==> config.mk <==
export PLATFORM = sky130hd
export DESIGN_NAME = gpio_port
export DESIGN_NICKNAME = d
export VERILOG_FILES = /design/src/rtl/gpio_pkg.sv /design/src/rtl/gpio_sync.sv /design/src/rtl/gpio_regs.sv /design/src/rtl/gpio_pad_ctl.sv /design/src/rtl/gpio_port.sv
export SDC_FILE = /design/constraint.sdc
export NUM_CORES = 1
export LEC_CHECK = 0
export ABC_CLOCK_PERIOD_IN_PS = 1600
export BUFFER_PORTS_ARGS = -buffer_cell sky130_fd_sc_hd__buf_2
export CORE_MARGIN = 10
export CORE_UTILIZATION = 40
export CTS_BUF_LIST = sky130_fd_sc_hd__clkbuf_8
export DETAILED_ROUTE_END_ITERATION = 16
export GPL_ROUTABILITY_DRIVEN = 0
export PLACE_DENSITY = 0.66
export SYNTH_ARGS = -nofsm -noshare
export SYNTH_HDL_FRONTEND = slang
export SYNTH_HIERARCHICAL = 1
export SYNTH_SLANG_ARGS = --single-unit
==> constraint.sdc <==
create_clock -name clk -period 1.6 [get_ports clk]
set_clock_uncertainty 0.05 [all_clocks]
set_input_delay 0.24 -clock clk [delete_from_list [all_inputs] [get_ports clk]]
set_output_delay 0.24 -clock clk [all_outputs]
set_load 0.01 [all_outputs]
==> src/rtl/gpio_pkg.sv <==
package gpio_pkg;
    typedef enum logic [1:0] {
        ADR_VALUE = 2'd0,
        ADR_DIR   = 2'd1,
        ADR_CTRL  = 2'd2,
        ADR_NONE  = 2'd3
    } gpio_addr_e;

    typedef struct packed {
        logic low_drive;
        logic pull_en;
    } gpio_ctrl_t;
endpackage

==> src/rtl/gpio_sync.sv <==
module gpio_sync #(
    parameter int WIDTH = 8
) (
    input  logic             clk,
    input  logic             rst_n,
    input  logic [WIDTH-1:0] din,
    output logic [WIDTH-1:0] dout
);
    logic [WIDTH-1:0] stage_q;

    always_ff @(posedge clk or negedge rst_n) begin
        if (!rst_n) begin
            stage_q <= '0;
            dout    <= '0;
        end else begin
            stage_q <= din;
            dout    <= stage_q;
        end
    end

    // the output is the input from two edges earlier
    a_r4_two_stage: assert property (@(posedge clk) disable iff (!rst_n)
        $past(rst_n, 2) |-> dout == $past(din, 2));
endmodule

==> src/rtl/gpio_regs.sv <==
module gpio_regs
    import gpio_pkg::*;
#(
    parameter int          WIDTH     = 8,
    parameter logic [7:0]  BOND_MASK = 8'h7C,
    parameter int          TOP_BIT   = 7
) (
    input  logic             clk,
    input  logic             rst_n,
    input  logic             reg_we,
    input  logic [1:0]       reg_addr,
    input  logic [WIDTH-1:0] reg_wdata,
    output logic [WIDTH-1:0] reg_rdata,
    input  logic [WIDTH-1:0] pin_sync,
    output logic [WIDTH-1:0] value_q,
    output logic [WIDTH-1:0] dir_q,
    output gpio_ctrl_t       ctrl_q
);
    localparam logic [WIDTH-1:0] BOND   = BOND_MASK[WIDTH-1:0];
    localparam logic [WIDTH-1:0] TOPSEL = WIDTH'(1) << TOP_BIT;
    localparam logic [WIDTH-1:0] RDMASK = BOND | TOPSEL;

    gpio_addr_e addr;
    assign addr = gpio_addr_e'(reg_addr);

    always_ff @(posedge clk or negedge rst_n) begin
        if (!rst_n) begin
            value_q <= '0;
            dir_q   <= '0;
            ctrl_q  <= '0;
        end else if (reg_we) begin
            unique case (addr)
                ADR_VALUE: value_q <= reg_wdata;
                ADR_DIR:   dir_q   <= reg_wdata;
                ADR_CTRL:  ctrl_q  <= '{low_drive: reg_wdata[1], pull_en: reg_wdata[0]};
                ADR_NONE:  ;
            endcase
        end
    end

    always_comb begin
        unique case (addr)
            ADR_VALUE: reg_rdata = (dir_q & value_q & RDMASK) | (~dir_q & pin_sync & BOND);
            ADR_DIR:   reg_rdata = dir_q;
            ADR_CTRL:  reg_rdata = {{(WIDTH-2){1'b0}}, ctrl_q.low_drive, ctrl_q.pull_en};
            ADR_NONE:  reg_rdata = '0;
        endcase
    end

    // value writes always land, whatever the pin state
    a_r10_value_store: assert property (@(posedge clk) disable iff (!rst_n)
        (reg_we && reg_addr == 2'd0) |=> value_q == $past(reg_wdata));
    // address 3 leaves all registers alone
    a_r11_hole_write: assert property (@(posedge clk) disable iff (!rst_n)
        (reg_we && reg_addr == 2'd3) |=> ($stable(value_q) && $stable(dir_q) && $stable(ctrl_q)));
    // top bit hidden while its direction bit is clear
    a_r3_top_hidden: assert property (@(posedge clk) disable iff (!rst_n)
        (reg_addr == 2'd0 && !dir_q[TOP_BIT]) |-> !reg_rdata[TOP_BIT]);
endmodule

==> src/rtl/gpio_pad_ctl.sv <==
module gpio_pad_ctl
    import gpio_pkg::*;
#(
    parameter int         WIDTH     = 8,
    parameter logic [7:0] BOND_MASK = 8'h7C
) (
    input  logic             clk,
    input  logic             rst_n,
    input  logic [WIDTH-1:0] value_q,
    input  logic [WIDTH-1:0] dir_q,
    input  gpio_ctrl_t       ctrl_q,
    input  logic [WIDTH-1:0] claim,
    input  logic [WIDTH-1:0] claim_val,
    output logic [WIDTH-1:0] pad_oe,
    output logic [WIDTH-1:0] pad_do,
    output logic [WIDTH-1:0] pad_pu,
    output logic [WIDTH-1:0] pad_rd
);
    for (genvar i = 0; i < WIDTH; i++) begin : g_pin
        if (BOND_MASK[i]) begin : g_bonded
            logic drive;
            assign drive     = claim[i] | dir_q[i];
            assign pad_oe[i] = drive;
            assign pad_do[i] = claim[i] ? claim_val[i] : (dir_q[i] & value_q[i]);
            assign pad_pu[i] = ctrl_q.pull_en & ~drive;
            assign pad_rd[i] = ctrl_q.low_drive & drive;

            // no pull-up on a driven pin
            a_r6_pu_idle: assert property (@(posedge clk) disable iff (!rst_n)
                pad_pu[i] |-> !pad_oe[i]);
        end else begin : g_unbonded
            assign pad_oe[i] = 1'b0;
            assign pad_do[i] = 1'b0;
            assign pad_pu[i] = 1'b0;
            assign pad_rd[i] = 1'b0;
        end
    end
endmodule

==> src/rtl/gpio_port.sv <==
module gpio_port
    import gpio_pkg::*;
#(
    parameter int         WIDTH     = 8,
    parameter logic [7:0] BOND_MASK = 8'h7C,
    parameter int         TOP_BIT   = 7,
    parameter int         PER_CH    = 4,
    parameter int         PER_LSB   = 2
) (
    input  logic              clk,
    input  logic              rst_n,
    input  logic              reg_we,
    input  logic [1:0]        reg_addr,
    input  logic [WIDTH-1:0]  reg_wdata,
    output logic [WIDTH-1:0]  reg_rdata,
    input  logic [PER_CH-1:0] per_en,
    input  logic [PER_CH-1:0] per_out,
    input  logic [WIDTH-1:0]  pad_di,
    output logic [WIDTH-1:0]  pad_oe,
    output logic [WIDTH-1:0]  pad_do,
    output logic [WIDTH-1:0]  pad_pu,
    output logic [WIDTH-1:0]  pad_rd
);
    localparam logic [WIDTH-1:0] BOND = BOND_MASK[WIDTH-1:0];

    logic [WIDTH-1:0] pin_sync, value_q, dir_q, claim, claim_val;
    gpio_ctrl_t       ctrl_q;

    always_comb begin
        claim     = '0;
        claim_val = '0;
        for (int k = 0; k < PER_CH; k++) begin
            claim[PER_LSB+k]     = per_en[k];
            claim_val[PER_LSB+k] = per_out[k];
        end
    end

    gpio_sync #(.WIDTH(WIDTH)) u_sync (
        .clk(clk), .rst_n(rst_n), .din(pad_di & BOND), .dout(pin_sync)
    );

    gpio_regs #(.WIDTH(WIDTH), .BOND_MASK(BOND_MASK), .TOP_BIT(TOP_BIT)) u_regs (
        .clk(clk), .rst_n(rst_n), .reg_we(reg_we), .reg_addr(reg_addr),
        .reg_wdata(reg_wdata), .reg_rdata(reg_rdata), .pin_sync(pin_sync),
        .value_q(value_q), .dir_q(dir_q), .ctrl_q(ctrl_q)
    );

    gpio_pad_ctl #(.WIDTH(WIDTH), .BOND_MASK(BOND_MASK)) u_pads (
        .clk(clk), .rst_n(rst_n), .value_q(value_q), .dir_q(dir_q), .ctrl_q(ctrl_q),
        .claim(claim), .claim_val(claim_val),
        .pad_oe(pad_oe), .pad_do(pad_do), .pad_pu(pad_pu), .pad_rd(pad_rd)
    );

    // unbonded pins stay quiet
    a_r5_unbonded: assert property (@(posedge clk) disable iff (!rst_n)
        ((pad_oe | pad_do | pad_pu | pad_rd) & ~BOND) == '0);
    // a claimed pin is always driven
    a_r9_claim_drives: assert property (@(posedge clk) disable iff (!rst_n)
        per_en[0] |-> pad_oe[PER_LSB]);
    // registers come out of reset cleared
    a_r1_reset_dir: assert property (@(posedge clk) disable iff (!rst_n)
        $rose(rst_n) |-> (dir_q == '0 && value_q == '0));
endmodule

### Yosys cells after proc, flatten, opt, wreduce, memory -nomap -nowiden

Index checks and enable logic that the tools add are counted.

| word-level totals | value |
|---|---|
| input port bits | 29 |
| output and inout bits | 40 |
| register bits | 28 |
| logic and storage cells | 46 |

| cells by class | value |
|---|---|
| multiplexer cells | 5 |
| bitwise operators | 28 |
| reductions and logical operators | 4 |
| equality and inequality tests | 3 |

Operator list:

| operator | count |
|---|---|
| $pmux 8 s4 | 1 |
| $and 1x1->1 | 15 |
| $and 8x8->8 | 1 |
| $or 8x7->8 | 1 |
| $and 7x7->7 | 1 |
| $not 7->7 | 1 |
| $reduce_and 2->1 | 3 |
| $not 1->1 | 5 |
| $eq 2x2->1 const B | 2 |
| $mux 1 | 4 |
| $or 1x1->1 | 4 |
| $eq 2x1->1 const B | 1 |
| $logic_not 2->1 | 1 |

### Longest topological paths before layout

Gate-level depths: netlist of the first run.

| logic depth | value |
|---|---|
| depth after elaboration | 4 |
| mapped depth | 3 |
| gate-level depth less buffers | 2 |

### Cells and area by module

Netlist of the first run, hierarchy kept.

By module, submodules not included:

| module | times used | seq. area each (um2) | cells an instance | area each (um2) |
|---|---|---|---|---|
| gpio_regs | 1 | 450.4 | 62 | 845.8 |
| gpio_sync | 1 | 400.4 | 16 | 400.4 |
| gpio_pad_ctl | 1 | 0.0 | 49 | 294.0 |
| gpio_port | 1 | 0.0 | 1 | 3.8 |

### Worst setup path before layout of the first run

OpenSTA, ideal clock, no wires.

| timing path | value |
|---|---|
| path kind | register to output |
| from | register u_regs.dir_q[2] |
| to | output reg_rdata[2] |
| stages on the path, launching flop included | 3 |
| arrival | 1.038 ns |
| data required time | 1.310 ns |
| slack | 0.272 ns |
| path buffers | 0 |
| cell sequence | dfrtp_1 -> or3b_2 -> a21oi_1 |

| on the way | value |
|---|---|
| cells in the longest elaborated chain, start to end | 4 |

Ends and longest elaborated chain:

| item | line | source |
|---|---|---|
| start: declaration | gpio_regs.sv:16 | `output logic [WIDTH-1:0] dir_q,` |
| start signal: assignment | gpio_regs.sv:34 | `ADR_DIR: dir_q <= reg_wdata;` |
| $not 7->7 | gpio_regs.sv:43 | `ADR_VALUE: reg_rdata = (dir_q & value_q & RDMASK) \| (~dir_q & pin_sync & BOND);` |
| $and 7x7->7 | gpio_regs.sv:43 |  |
| $or 8x7->8 | gpio_regs.sv:43 |  |
| $pmux 8 s4 (*) | gpio_regs.sv:42 | `unique case (addr)` |
| end: declaration | gpio_port.sv:15 | `output logic [WIDTH-1:0] reg_rdata,` |

Every way passes the cells marked *; elsewhere a longest branch is shown, timed or not.

### Final worst setup path of the first run

| timing path | value |
|---|---|
| from | register u_regs.dir_q[3] |
| to | output pad_rd[3] |

| on the way | value |
|---|---|
| cells in the longest elaborated chain, start to end | 2 |

Ends and longest elaborated chain:

| item | line | source |
|---|---|---|
| $or 1x1->1 | gpio_pad_ctl.sv:22 | `assign drive = claim[i] \| dir_q[i];` |
| $and 1x1->1 | gpio_pad_ctl.sv:26 | `assign pad_rd[i] = ctrl_q.low_drive & drive;` |
| end: declaration | gpio_port.sv:22 | `output logic [WIDTH-1:0] pad_rd` |

No other way between the ends.

==> results of run 1 <==
## layer usage
layer | up-vias | wire [um]
li1 | 480 | -
met1 | 446 | 1300
met2 | 41 | 1500
met3 | 2 | 284
met4 | 0 | 8
met5 | - | 0
## flip-flops by register name (all words and copies together) (netlist names)
name / cells
u_regs/dir_q: 8
u_regs/value_q: 6
u_sync/dout: 5
u_sync/stage_q: 5
u_regs/ctrl_q: 2
## metrics by stage
step                power (mW)  area (sq um)  hold WS, ns  std cells
floorplan                 1.12          1370       -0.106        132
global placement          1.25          1560        0.206        210
detailed placement        1.27          1560        0.214        210
CTS                       1.86          1700       0.0161        220
global route              1.97          1720      0.00858        220
finish                    1.86          1720       0.0222        220
## worst paths after layout
check                                            start                     endpoint  cells after the start
setup / recovery           u_regs/dir_q[3]$_DFFE_PN0P_                    pad_rd[3]                      4
hold / removal                               pad_di[3]  u_sync/stage_q[3]$_DFF_PN0_                      1
setup reg to reg           u_regs/dir_q[6]$_DFFE_PN0P_  u_regs/dir_q[6]$_DFFE_PN0P_                      2
hold reg to reg            u_sync/stage_q[5]$_DFF_PN0_     u_sync/dout[5]$_DFF_PN0_                      0
max in group asynchronous                        rst_n  u_regs/dir_q[0]$_DFFE_PN0P_                      2
min in group asynchronous                        rst_n  u_sync/stage_q[2]$_DFF_PN0_                      2
## what timing repair did
item / CTS / global route
endpoints found under the setup margin: 5 / 10
endpoints found under the hold margin: 26 / 0
gates resized for setup: 7 / 6
pin swaps: 7 / 4
hold buffers: 1 / 0
setup buffers: 5 / 0
## power groups by stage
stage | clock (mW) | combinational (mW) | sequential (mW)
finish | 0.529 | 0.531 | 0.805
global placement | 0 | 0.435 | 0.819
floorplan | 0 | 0.314 | 0.806
global route | 0.567 | 0.586 | 0.819
detailed placement | 0 | 0.445 | 0.825
CTS | 0.548 | 0.511 | 0.802
## worst max-delay path: stages (launching register included)
cell and delay (ns):
dfrtp_1 0.39, buf_4 0.14, or2_4 0.24, and2_4 0.16, buf_6 0.11
## cells in the final DEF, fill, tap and decap left out, types with 3 or more instances in the layout
master / n
buf_2: 50
dfrtp_1: 26
conb_1: 16
mux2_2: 16
nand2_1: 10
or2_4: 5
o21ai_1: 5
nor2_1: 5
o21ai_0: 5
buf_6: 4
buf_4: 4
clkbuf_8: 3
and2_4: 3
or3b_4: 3
a21oi_2: 3
## layout make-up
cell class / count / area (sq um)
clock inverter: 1 / 30.0
inverter: 1 / 3.75
timing repair buffer: 59 / 335
tap: 44 / 55.1
sequential: 26 / 651
multi-input combinational: 86 / 608
clock buffer: 3 / 41.3
fill: 293 / 1380
==> impl_results.md, run 1 <==
* Setup_tns at 0 ns
* Layer with the highest usage: met2
* Ratio of cells with drive above 1 in the final layout at a little over half
* Slew HR at ~63%
* Clock network fraction of design power at between 20% and 30%
* Total wire length at 3100 um
* GRT Util Overall at approximately a tenth
* I/O Pins at 69
* Antenna violations before repair at 0
* Final setup fails at 0
* Initial Util at about 43%
* Core ar. at just over 3000 sq um
* GR Overflow Total at 0
* First drt pass iteration count at 4
* Cell count after synthesis at ~120
* Area delta synth->final at 30.5%
* Number of CTS-inserted buffers at 3
* P per Cell Area at between 1000 and 1500 nW/um^2
* CTS sink cnt at 26
* # diodes at 0
* TritonCTS clock tree: yes
* Fin. max-slew vios at 0
* RSZ-0062 raised after global routing: true
* Vias post-DR at between 900 and 1k
* Worst-margin pin slew at 0.561 ns
* Die Ht at 77.5 um
* R2r setup slk at roughly 0.62 ns
* CP Data Arrival Time at around 1.3 ns
* Startpoint Class: register
* Worst Setup Slack, final at about 0.0021 ns
* H-tree lvl count at 1
* Max IR drop VDD at approximately 0.5 mV
* Vias in the first global route at 1050
* Hold Crit Class: in -> reg
* Die area at 6000 sq um
* Antenna viol nets, final at 0
* Post-route clock period utilization at between 90% and 100%
* Yosys warnings at 6
* P_leak at about 0.86 nW
* Avg Synthesized Cell Area at about 11 sq um
* CTS clk-pin slew, worst paths at about 0.090 ns
* First-pass GRT wire length at between 4000 and 5000 um
* Die X at 77.5 um
* Critical Path End Type: primary output
* Fmax at around 630 MHz
* Psw at between 400 and 500 uW
* Rows at 20
* Worst skew pair latency at around 0.26 ns
* Nets at roughly 210
* GR Layer Usage met2 at 17.3%
* Mapped cell area at ~1300 sq um
* Comb power frac at approximately 28%
* Crit Path Class: reg -> out
* Flop pwr share at between 40% and 50%
* Worst slack, placed at approximately 0.076 ns
* Wire per inst at around 14 um
* Clock buffer depth at 2
* Worst Path Required at ~1.3 ns
* Run status: complete, no violations
* CP max FO at 4
* Port buffer count at 53
* Residual DRC at 0
* Initial DRC count at 25
* Internal power at approximately 1.4 mW
* Routing usage on met3 at between 4 and 5%
* Number of vias per cell at around 4.4
* Switch share at approximately a quarter
* Post-layout util at a little under three fifths
* Final Hold Fails at 0
* Met1 global-route usage at around 10%
* Max cap viols at 0
* Largest net degree at the start of global routing at 27
* Min cycle time layout at about 1.6 ns
* CTS root buf: clkbuf_8
(Power assumes the default switching activity.)
==> run 2, diff against run 1 <==
--- a/config.mk
+++ b/config.mk
@@ -10,10 +10,10 @@
 export CORE_MARGIN = 10
 export CORE_UTILIZATION = 40
 export CTS_BUF_LIST = sky130_fd_sc_hd__clkbuf_8
+export CTS_CLUSTER_DIAMETER = 60
 export DETAILED_ROUTE_END_ITERATION = 16
 export GPL_ROUTABILITY_DRIVEN = 0
-export PLACE_DENSITY = 0.66
+export PLACE_DENSITY = 0.69
 export SYNTH_ARGS = -nofsm -noshare
 export SYNTH_HDL_FRONTEND = slang
-export SYNTH_HIERARCHICAL = 1
 export SYNTH_SLANG_ARGS = --single-unit
==> impl_results.md, run 2 <==
* Top Registers: u_regs.dir_q x8, u_regs.value_q x6
* Avg Synthesized Cell Area at between 10 and 15 sq um
* Core ar. at between 3000 and 4000 sq um
* GR Overflow Total at 0
* Worst skew pair latency at roughly 0.26 ns
* CTS clk-pin slew, worst paths at ~0.080 ns
* Number of flip-flops in the largest register at 8
* Post-synthesis mux area share at between 10 and 15%
* Final Non-Filler Cells at around 210
* Synth top area cells: dfrtp_1, mux2_2, buf_4
* Fmax at between 600 and 700 MHz
* CP Data Arrival Time at between 1 and 1.5 ns
* Top-count cell post-synth: dfrtp_1
* Final Hold Fails at 0
* Commonest cells after routing, fill and taps aside: buf_2, dfrtp_1, mux2_2
* # diodes at 0
* Flop pwr share at between 40 and 50%
* Clock network fraction of design power at 23.8%
* Max IR drop VDD at about 0.55 mV
* Fin. max-slew vios at 0
* Internal power at approximately 1.2 mW
* Startpoint Class: register
* Largest net degree at the start of global routing at 27
* RR Endpoint: u_regs.dir_q[4]$_DFFE_PN0P_
* Switch share at approximately 29%
* Setup_tns at -0.0195 ns
* Psw at just under 500 uW
* Worst min-delay path startpoint: pad_di[4]
* Worst Path Required at ~1.3 ns
* Die area at ~6000 sq um
* Area fraction in compound gates after synthesis at under 10%
* Total wire length at roughly 3000 um
* Mapped cell area at between 1000 and 1500 sq um
* First-pass GRT wire length at ~5000 um
* First drt pass iteration count at 2
* DP HPWL at between 2000 and 2500 um
* Die Ht at 76.6 um
* Adder-cell share of the synthesized area at 0%
* R2R cell count at 3
* Vias post-DR at between 900 and 1k
* Post-synthesis xor/xnor area fraction at 0%
* Largest family of logic cells by synthesized area: simple AND/OR/NAND/NOR gates
* Crit Path Class: reg -> out
* Final setup fails at 2
* Area delta synth->final at 28.1%
* Worst-margin pin slew at 0.554 ns
* P per Cell Area at ~1000 nW/um^2
* Antenna viol nets, final at 0
* GRT Util Overall at around a tenth
* Failing checks: setup timing
* Fillcell total at just under 300
* Largest Register: u_regs.dir_q
* TritonCTS clock tree: yes
* Post-route clock period utilization at 101%
* Vias in the first global route at about 1.0k
* Number of CTS-inserted buffers at 3
* Ratio of cells with drive above 1 in the final layout at a little over half
* Yosys warnings at 0
* Comb power frac at 28.9%
* FFs w/ async S/R, synth at 100%
* Rows at 20
* RSZ-0062 raised after global routing: true
* Number of synthesized flops with an enable pin at 0
* I/O Pins at 69
* Port buffer count at between 50 and 60
* Cell count after synthesis at between 100 and 150
* Worst Hold End: u_sync.stage_q[4]$_DFF_PN0_
* Yosys cell types at 22
* CTS sink cnt at 26
* Hold Crit Class: in -> reg
* Yosys top cell by area: dfrtp_1
* Clock buffer depth at 2
* P_leak at just over 0.8 nW
* Initial DRC count at 14
* CTS root buf: clkbuf_8
* Number of vias per cell at 4.51
* Slew HR at a little over three fifths
* Commonest non-fill, non-tap cell in the layout: buf_2
* Critical Path End Type: primary output
* R2r setup slk at approximately 0.53 ns
* Placed Cells at roughly 200
* Commonest cells post-synth: dfrtp_1, buf_4, mux2_2
* Worst Setup Slack, final at -0.0103 ns
* Synth Register Bits at 26
* Worst hold stages at 1
* Run status: complete, but fails checks
* H-tree lvl count at 1
* Top_reg_cell synth: dfrtp_1
* Nets at roughly 200
* Residual DRC at 0
* Max cap viols at 0
* Sequential-to-total area share from yosys stat at around half
* Worst r2r src: u_regs.dir_q[4]$_DFFE_PN0P_
* Simple-gate share of the synthesized area at approximately 17%
* Antenna violations before repair at 0
* Die X at between 70 and 80 um
* Min cycle time layout at ~1.6 ns
* Area share of the largest cell type after synthesis at around 50%
* CP max FO at 2
* Initial Util at between 40% and 50%
* Wire per inst at 14.0 um
[run 2: cell types whose count changed in the layout (fill, tap and decap cells not counted), sizes merged]
cell    previous run  this run
clkbuf             3         4
o21ai             10         9
bufinv             1         0
or2                5         4
and2               5         6
conb              16        12
nand2             10         8
[run 2: what timing repair did]
item	in CTS	in global routing
setup endpoints to repair	5	10
gates resized for setup	5	5
hold buffers	1	0
gates cloned	0	0
hold endpoints to repair	26	0
pin swaps	7	0
buffers inserted	3	2
[run 2: worst max path at each step]
stage | startpoint | end | slack (ns) | depth (start not counted)
2_1_floorplan | u_regs.dir_q[6]$_DFFE_PN0P_ | reg_rdata[6] | 0.24 | 2
3_3_place_gp | reg_addr[0] | reg_rdata[3] | 0.1 | 4
3_5_place_dp | reg_addr[0] | reg_rdata[3] | 0.03 | 4
4_1_cts | u_regs.dir_q[5]$_DFFE_PN0P_ | reg_rdata[5] | -0.03 | 3
5_1_grt | u_regs.dir_q[5]$_DFFE_PN0P_ | reg_rdata[5] | -0.08 | 3
6_report | u_regs.dir_q[3]$_DFFE_PN0P_ | reg_rdata[3] | -0.01 | 3
[run 2: per-stage QoR]
step	util, %	instance area [sq um]	hold WS (ns)	power [mW]	setup WS, ns
2_1_floorplan	-	1320	-0.106	1.10	0.239
3_3_place_gp	49.3	1510	0.206	1.24	0.0959
3_5_place_dp	49.3	1510	0.212	1.26	0.0318
4_1_cts	52.7	1610	0.0219	1.70	-0.0291
5_1_grt	53.8	1640	0.0142	1.82	-0.0827
6_report	53.8	1640	0.0267	1.71	-0.0103
[run 2: metal layers]
metal  routed length, um  share of wire, %  GRT usage (%)  vias to the layer above
li1                    -                 -              -                      469
met1                1300                44           11.2                      440
met2                1310                44           16.0                       49
met3                 357                12           5.07                        2
met4                  19              0.64           2.79                        0
met5                   0                 0              0                        -
[run 2: power groups by stage]
stage	logic, mW	registers (mW)	clock network (mW)
finish	0.496	0.810	0.408
global route	0.553	0.824	0.444
CTS	0.472	0.810	0.417
detailed placement	0.429	0.831	0
global placement	0.421	0.823	0
floorplan	0.298	0.805	0
[run 2: cell type report]
class	count	area, sq um	area share, %
clock buffers	4	55.1	3.35
inverters	1	3.75	0.229
multi-input cells	79	554	33.8
flip-flops and latches	26	651	39.6
well taps	44	55.1	3.35
repair buffers	59	323	19.7
[run 2: kinds of logic after synthesis]
| group | Yosys count |
|---|---|
| AND/OR/NAND/NOR | 35 |
| multiplexers | 16 |
| other | 1 |
| buffers and inverters | 20 |
| AO/OA/AOI/OAI | 16 |
| flip-flops | 26 |
[run 2: critical path, cell delays in order, from the launching register on]
cell and delay, ns:
dfrtp_1 0.40, or3b_4 0.38, a21oi_2 0.13, buf_2 0.15
